==> src/rtl/trn_det_pkg.sv <==
// Package: shared constants for the training receive detector.
// Assumes a 16-bit receive word; the two training words are listed here once.
package trn_det_pkg;
    localparam int TRN_DATA_W  = 16;
    localparam int TRN_N_WORDS = 2;
    localparam logic [TRN_DATA_W-1:0] TRN_WORD_FIRST  = 16'h0FFF;
    localparam logic [TRN_DATA_W-1:0] TRN_WORD_SECOND = 16'hF000;
    localparam int TRN_MATCH_RUN = 3;
    localparam int TRN_DEAD_RUN  = 2;
endpackage

==> src/rtl/trn_word_cmp.sv <==
// Module: trn_word_cmp
// Flags a cycle as qualifying when the frame strobe is high and the word
// equals any entry of a packed list of legal training words.
// Assumes: purely combinational, WORDS holds N_WORDS entries, entry 0 in the LSBs.
module trn_word_cmp #(
    parameter int DATA_W  = 16,
    parameter int N_WORDS = 2,
    parameter logic [N_WORDS*DATA_W-1:0] WORDS = '0
) (
    input  logic [DATA_W-1:0] data,
    input  logic              sof,
    output logic              qualify
);
    logic [N_WORDS-1:0] word_hit;

    // One equality comparator per legal training word.
    for (genvar i = 0; i < N_WORDS; i++) begin : g_cmp
        assign word_hit[i] = (data == WORDS[i*DATA_W +: DATA_W]);
    end

    // Qualify only with the frame strobe present.
    always_comb begin
        qualify = sof && (|word_hit);
    end
endmodule

==> src/rtl/run_len_counter.sv <==
// Module: run_len_counter
// Counts consecutive cycles with 'hit' high and saturates at LEN.
// 'at_len' marks the hit that completes exactly LEN in a row.
// 'past_len' marks any hit that completes LEN or more in a row.
// Assumes: LEN >= 2, synchronous active-low reset.
module run_len_counter #(
    parameter int LEN = 3
) (
    input  logic clk,
    input  logic rst_n,
    input  logic hit,
    output logic at_len,
    output logic past_len
);
    localparam int CW = $clog2(LEN + 1);
    localparam logic [CW-1:0] CNT_LAST = CW'(LEN - 1);
    localparam logic [CW-1:0] CNT_TOP  = CW'(LEN);

    logic [CW-1:0] run_cnt;

    // Track the current run length, cleared by any miss.
    always_ff @(posedge clk) begin
        if (!rst_n) begin
            run_cnt <= '0;
        end else if (!hit) begin
            run_cnt <= '0;
        end else if (run_cnt != CNT_TOP) begin
            run_cnt <= run_cnt + 1'b1;
        end
    end

    // Decode run completion for the current hit.
    always_comb begin
        at_len   = hit && (run_cnt == CNT_LAST);
        past_len = hit && (run_cnt >= CNT_LAST);
    end
endmodule

==> src/rtl/trn_req_detect.sv <==
// Module: trn_req_detect (top)
// Watches received words for the start of a peer training sequence and for
// the peer's request for training, signalled by consecutive Dead Cycles.
// Emits a single-cycle detect pulse and a sticky request the local
// transmitter acknowledges. A completing Dead Cycle run takes priority over
// an acknowledgement in the same cycle.
// Assumes: rx_dead comes already decoded and aligned with rx_data/rx_sof.
module trn_req_detect
    import trn_det_pkg::*;
#(
    parameter int DATA_W    = TRN_DATA_W,
    parameter int MATCH_RUN = TRN_MATCH_RUN,
    parameter int DEAD_RUN  = TRN_DEAD_RUN
) (
    input  logic              clk,
    input  logic              rst_n,
    input  logic [DATA_W-1:0] rx_data,
    input  logic              rx_sof,
    input  logic              rx_dead,
    input  logic              req_ack,
    output logic              train_seen,
    output logic              train_req
);
    localparam logic [TRN_N_WORDS*DATA_W-1:0] LEGAL_WORDS =
        {DATA_W'(TRN_WORD_SECOND), DATA_W'(TRN_WORD_FIRST)};

    logic word_ok;
    logic trn_first;
    logic trn_more;
    logic dead_first;
    logic dead_more;

    trn_word_cmp #(
        .DATA_W (DATA_W),
        .N_WORDS(TRN_N_WORDS),
        .WORDS  (LEGAL_WORDS)
    ) word_cmp_i (
        .data   (rx_data),
        .sof    (rx_sof),
        .qualify(word_ok)
    );

    run_len_counter #(.LEN(MATCH_RUN)) trn_run_i (
        .clk     (clk),
        .rst_n   (rst_n),
        .hit     (word_ok),
        .at_len  (trn_first),
        .past_len(trn_more)
    );

    run_len_counter #(.LEN(DEAD_RUN)) dead_run_i (
        .clk     (clk),
        .rst_n   (rst_n),
        .hit     (rx_dead),
        .at_len  (dead_first),
        .past_len(dead_more)
    );

    // Register the detect pulse only on the edge that completes the run.
    always_ff @(posedge clk) begin
        if (!rst_n) begin
            train_seen <= 1'b0;
        end else begin
            train_seen <= trn_first;
        end
    end

    // Sticky request: a completing Dead Cycle run sets it, an ack clears it, set wins.
    always_ff @(posedge clk) begin
        if (!rst_n) begin
            train_req <= 1'b0;
        end else if (dead_more || dead_first) begin
            train_req <= 1'b1;
        end else if (req_ack) begin
            train_req <= 1'b0;
        end
    end

    // The pattern counter's saturation output is not needed beyond the first match.
    logic unused_ok;
    assign unused_ok = trn_more;
endmodule

==> config.mk <==
export PLATFORM = sky130hd
export DESIGN_NAME = trn_req_detect
export DESIGN_NICKNAME = d
export VERILOG_FILES = /design/src/rtl/trn_det_pkg.sv /design/src/rtl/trn_word_cmp.sv /design/src/rtl/run_len_counter.sv /design/src/rtl/trn_req_detect.sv
export SDC_FILE = /design/constraint.sdc
export NUM_CORES = 1
export LEC_CHECK = 0
export BUFFER_PORTS_ARGS = -buffer_cell sky130_fd_sc_hd__clkbuf_2
export CAP_MARGIN = 25
export CORE_AREA = 2 2 39 41
export CTS_CLUSTER_DIAMETER = 80
export DETAILED_ROUTE_END_ITERATION = 8
export DIE_AREA = 0 0 41 43
export HOLD_SLACK_MARGIN = 0.03
export SYNTH_ARGS = -nofsm -noshare
export SYNTH_HDL_FRONTEND = slang
export SYNTH_SLANG_ARGS = --single-unit
==> constraint.sdc <==
create_clock -name clk -period 1.5 [get_ports clk]
set_input_delay 0.075 -clock clk [delete_from_list [all_inputs] [get_ports clk]]
set_output_delay 0.075 -clock clk [all_outputs]
set_load 0.005 [all_outputs]
* Word-level counts from Yosys, hierarchy flattened
Index checks and enable logic that the tools add are counted.
** Cells by class
- Add/sub/neg operators :: 2
- $mul :: 0
- Div/mod/pow operators :: 0
- Magnitude comparators :: 1
- Equality and inequality tests :: 6
- Shift operators :: 0
- Muxes and demuxes :: 2
- Bitwise operators :: 0
- Reduce and logical (&&, ||, !) cells :: 9
** Operators by type and width (count)
- $eq 16x12->1 const B :: 1
- $eq 16x16->1 const B :: 1
- $add 2x1->2 const B :: 2
- $logic_and 1x1->1 :: 4
- $ne 2x2->1 const B :: 2
- $reduce_and 2->1 :: 2
- $eq 2x1->1 const B :: 1
- $eq 2x2->1 const B :: 1
- $ge 2x1->1 const B :: 1
- $mux 1 :: 2
- $reduce_bool 2->1 :: 1
- $reduce_or 2->1 :: 1
- $logic_or 1x1->1 :: 1
** Word-level totals
- Flip-flop bits (word level) :: 6
- Bits in latches :: 0
- RAM bits :: 0
- Bits in read-only memories :: 0
- Output and inout port bits :: 2
- Logic and storage cells :: 24
- Memories kept :: 0

* Logic depth before layout (Yosys ltp)
- Depth in word-level cells :: 4
- Gate-level depth with buffers :: 5
- Mapped depth without buffers :: 5

* Cells and area by module
From an unflattened synthesis, not the netlist that was laid out.
** Unflattened totals
- Cells, all modules :: 43
- Area total of the unflattened synthesis :: 390.4 µm²
** By module, submodules not included
- run_len_counter at dead_run_i :: times used 1, cells an instance 14, area an instance 127.6 µm², sequential area each 40.0 µm²
- run_len_counter at trn_run_i :: times used 1, cells an instance 13, area an instance 116.4 µm², sequential area each 40.0 µm²
- trn_word_cmp :: times used 1, cells an instance 11, area an instance 85.1 µm², sequential area each 0.0 µm²
- trn_req_detect :: times used 1, cells an instance 5, area an instance 61.3 µm², sequential area each 40.0 µm²

* Worst setup path before layout
OpenSTA, ideal clock, no wires.
- Path type :: input -> register
- Start :: input port rx_data[12]
- End :: register trn_run_i.run_cnt[0]
- Data arrival time :: 1.286 ns
- Required time :: 1.414 ns
- Path slack :: 0.128 ns
- Stages on the path :: 3
- Buffers on the path :: 0
- Cells stage by stage :: or4b_1 or4_4 a211oi_1
** Between the ends
- Cells in the longest elaborated chain, start to end :: 4
- Elaborated cells between the ends (all ways) :: 5
** Ends and longest elaborated chain
- start, declared :: line trn_req_detect.sv:17 : input logic [DATA_W-1:0] rx_data,
- $eq 16x12->1 / $eq 16x16->1 (equally long branches) :: line trn_word_cmp.sv:18 : assign word_hit[i] = (data == WORDS[i*DATA_W +: DATA_W]);
- $reduce_or 2->1 * :: line trn_word_cmp.sv:23 : qualify = sof && (|word_hit);
- $logic_and 1x1->1 * :: line trn_word_cmp.sv:23
- $reduce_and 2->1 (no source line) *
- end signal, assigned :: line run_len_counter.sv:28 : run_cnt <= run_cnt + 1'b1;
- end, declared :: line run_len_counter.sv:19 : logic [CW-1:0] run_cnt;
Every way passes the cells marked *; elsewhere a longest branch is shown, timed or not.
A chain may end at the register's enable or synchronous reset.

* Worst setup path in the final report
- Start :: input port rx_data[12]
- End :: register trn_run_i.run_cnt[1]
Same word-level chain as after synthesis.

==> flow_metrics.py <==
metrics = {
    "run_status": {
        "status": "complete, no violations",
    },
    "clock_network": {
        "post_cts_resized": 0,
        "clk_pin_slew_ps": 50,
        "cts-hold-fix-buffers": 0,
        "post-cts-setup-buffers": 0,
        "tritoncts": "built",
        "cts-root-buf": "clkbuf_4",
        "clock-sinks": 6,
        "cts_max_level": 1,
        "clk-insertion-delay-late_ps": 240,
        "cts_buffers": 3,
        "clk_path_buf_depth": 2,
    },
    "detailed_routing": {
        "antenna_left": 0,
        "wl_um": 707,
        "vias": 384,
        "wl_per_cell_um": 8.622,
        "drc": 0,
        "via_per_inst": 4.683,
        "drt_iter0_drc": 9,
        "firstDrtPassIters": 4,
    },
    "yosys": {
        "synth_cell_types": 20,
        "yosysTopAreaCellShare_pct": 31.68,
        "synth_area_leader_cell": "dfxtp_1",
        "syn_inst": 41,
        "synth.cell_area_um2": 379.1,
        "syn_nets": 67,
        "ys_dominant_reg_cell": "dfxtp_1",
        "yosysWarnings": 0,
        "yosysMostFrequentCell": "dfxtp_1",
        "yosys_register_bits": 6,
        "netlist_top_cells_count": "6 x dfxtp_1, 5 x ha_1, 5 x inv_1",
        "synthTopCellsByArea": "dfxtp_1 32%, ha_1 17%, mux2i_1 5.3%",
        "synthArstFlopShare_pct": 0,
        "avgSynthCellArea_um2": 9.247,
        "synth_edf_count": 0,
        "yosysSeqAreaShare_pct": 31.68,
    },
    "global_route": {
        "antenna_found_initial": 0,
        "grt_pass1_wl_mm": 1.145,
        "grt_max_degree": 5,
        "overflow": 0,
        "track_usage_pct": 9.940,
        "grt_pass1_vias": 354,
    },
    "sta": {
        "slew_violations": 0,
        "worstMarginPinSlew_ps": 271.6,
        "max_freq_mhz": 787.0,
        "hold_viol_final": 0,
        "rsz0062_at_grt": "false",
        "setup_tns_ps": 0,
        "fin_crit_ps": 1271,
        "period_share_pct": 84.71,
        "setup_viol": 0,
        "relSlewSlack_pct": 81.64,
        "clock_skew_ps": 0.9912,
    },
    "worst_setup_path": {
        "crit_path_start_kind": "primary input",
        "slowest_stage": "or4_4",
        "critPathMaxFanout": 3,
        "crit_type": "in2reg",
        "critPathBufInv": 1,
        "cp.arrival_ps": 1420,
        "critPathCaptureType": "flip-flop",
        "timing.critical_path.slowest_cell_delay_ps": 540,
        "cp_cell_sequence": "clkbuf_2 -> or4b_1 -> or4_4 -> a211oi_1",
        "required_ps": 1650,
        "crit_family": "simple AND/OR/NAND/NOR gates",
    },
    "cells_and_area": {
        "synthToLayoutAreaGrowth_pct": 40.26,
        "final_cell_area_um2": 531.8,
        "antennaDiodeCount": 0,
        "drive_gt1_share_pct": 40.91,
        "nNetsFinal": 94,
        "fillers": 141,
    },
    "flow_run": {
        "cap_violations": 0,
    },
    "placed_design": {
        "gp_congestion": 0.6180,
        "hpwlAfterDp_um": 623.9,
        "dpl_cell_area_um2": 509.2,
        "io_buffer_count": 22,
    },
    "floorplan": {
        "coreArea_um2": 1384,
        "start_util_pct": 27.40,
        "rows": 14,
        "io_pins": 23,
        "die_h_um": 43,
        "die_w_um": 41,
        "dieArea_um2": 1763,
    },
    "power_and_ir_drop": {
        "ir_worst_vdd_v": 0.0002096,
        "leakagePower_nw": 0.2612,
        "powerDensity_nw_per_um2": 699.9,
    },
    "hold_path": {
        "hp-class": "in2reg",
    },
}
metrics by stage:
step                power (W)  worst slack [ps]  utilization [%]  instances  hold slack (ps)
global route        0.0003946             223.7            38.43         82            73.17
detailed placement  0.0002277             1.872            36.80         79            317.0
finish              0.0003722             229.4            38.43         82            70.37
global placement    0.0002258             23.84            36.80         79            337.7
floorplan           0.0001913             128.1                -         41            203.3
CTS                 0.0003819             257.0            38.43         82            62.41
state kept, by name (all words and copies together), names as in the netlist:
| signal | count |
|---|---|
| dead_run_i.run_cnt | 2 |
| trn_run_i.run_cnt | 2 |
| train_req | 1 |
| train_seen | 1 |
final timing paths:
check                                     startpoint                    to  slack [ps]  depth (start not counted)
worst min-delay path                          rx_sof            train_seen          70                          3
worst max register to register  trn_run_i.run_cnt[0]  trn_run_i.run_cnt[1]         380                          5
worst max-delay path                     rx_data[12]  trn_run_i.run_cnt[1]         230                          4
worst min register to register             train_req             train_req         470                          2
tightest hold or removal path, delay by kind of cell:
kind / cells / cell delay [ps]
compound gates: 1 / 40
simple gates: 1 / 60
buf+inv: 1 / 90
placed cells by master (no fill, tap or decap):
master    synthesis  final
clkbuf_2          0     22
dfxtp_1           6      6
inv_1             5      5
ha_1              5      5
nand4_1           3      3
clkbuf_4          0      3
nor4_1            2      2
mux2i_1           2      2
nand2_1           2      2
a211oi_1          2      2
nor2_1            2      2
xor2_1            2      2
nand2b_1          1      1
o21ai_0           1      1
a21boi_0          1      1
nand4b_1          1      1
or4b_1            1      1
or4_4             1      1
nor4b_1           1      1
and4b_2           1      1
nand3_1           1      1
a21oi_1           1      1
cells by family (layout without fill, tap and decap cells):
family,Yosys count,count (layout),synth area share [%]
AOI/OAI and AO/OA,5,5,8.578
xor gates and xnor gates,2,2,4.621
adders and majority gates,5,5,16.50
buffers and inverters,5,30,4.951
DFF,6,6,31.68
muxes,2,2,5.281
and+or+nand+nor,16,16,28.38
cell type report:
class | instances | area (um^2) | area share, %
Inverter | 5 | 18.77 | 3.529
Sequential cell | 6 | 120.1 | 22.59
Timing Repair Buffer | 22 | 110.1 | 20.71
Tap cell | 16 | 20.02 | 3.765
Multi-Input combinational cell | 30 | 240.2 | 45.18
Clock buffer | 3 | 22.52 | 4.235
report_power, final:
part           switching (W)  internal [W]   total, W
combinational      0.0000237     0.0000322  0.0000559
clock              0.0000577     0.0000905   0.000148
sequential        0.00000321      0.000165   0.000168
metal layers:
layer	up-vias	track usage, %	part of all wire (%)
met1	163	9.646	42
met5	-	0	0
met2	17	15.00	49
met4	0	12.00	2.7
li1	202	-	-
met3	2	1.571	6.6
Power figures use the tool's default switching activity.
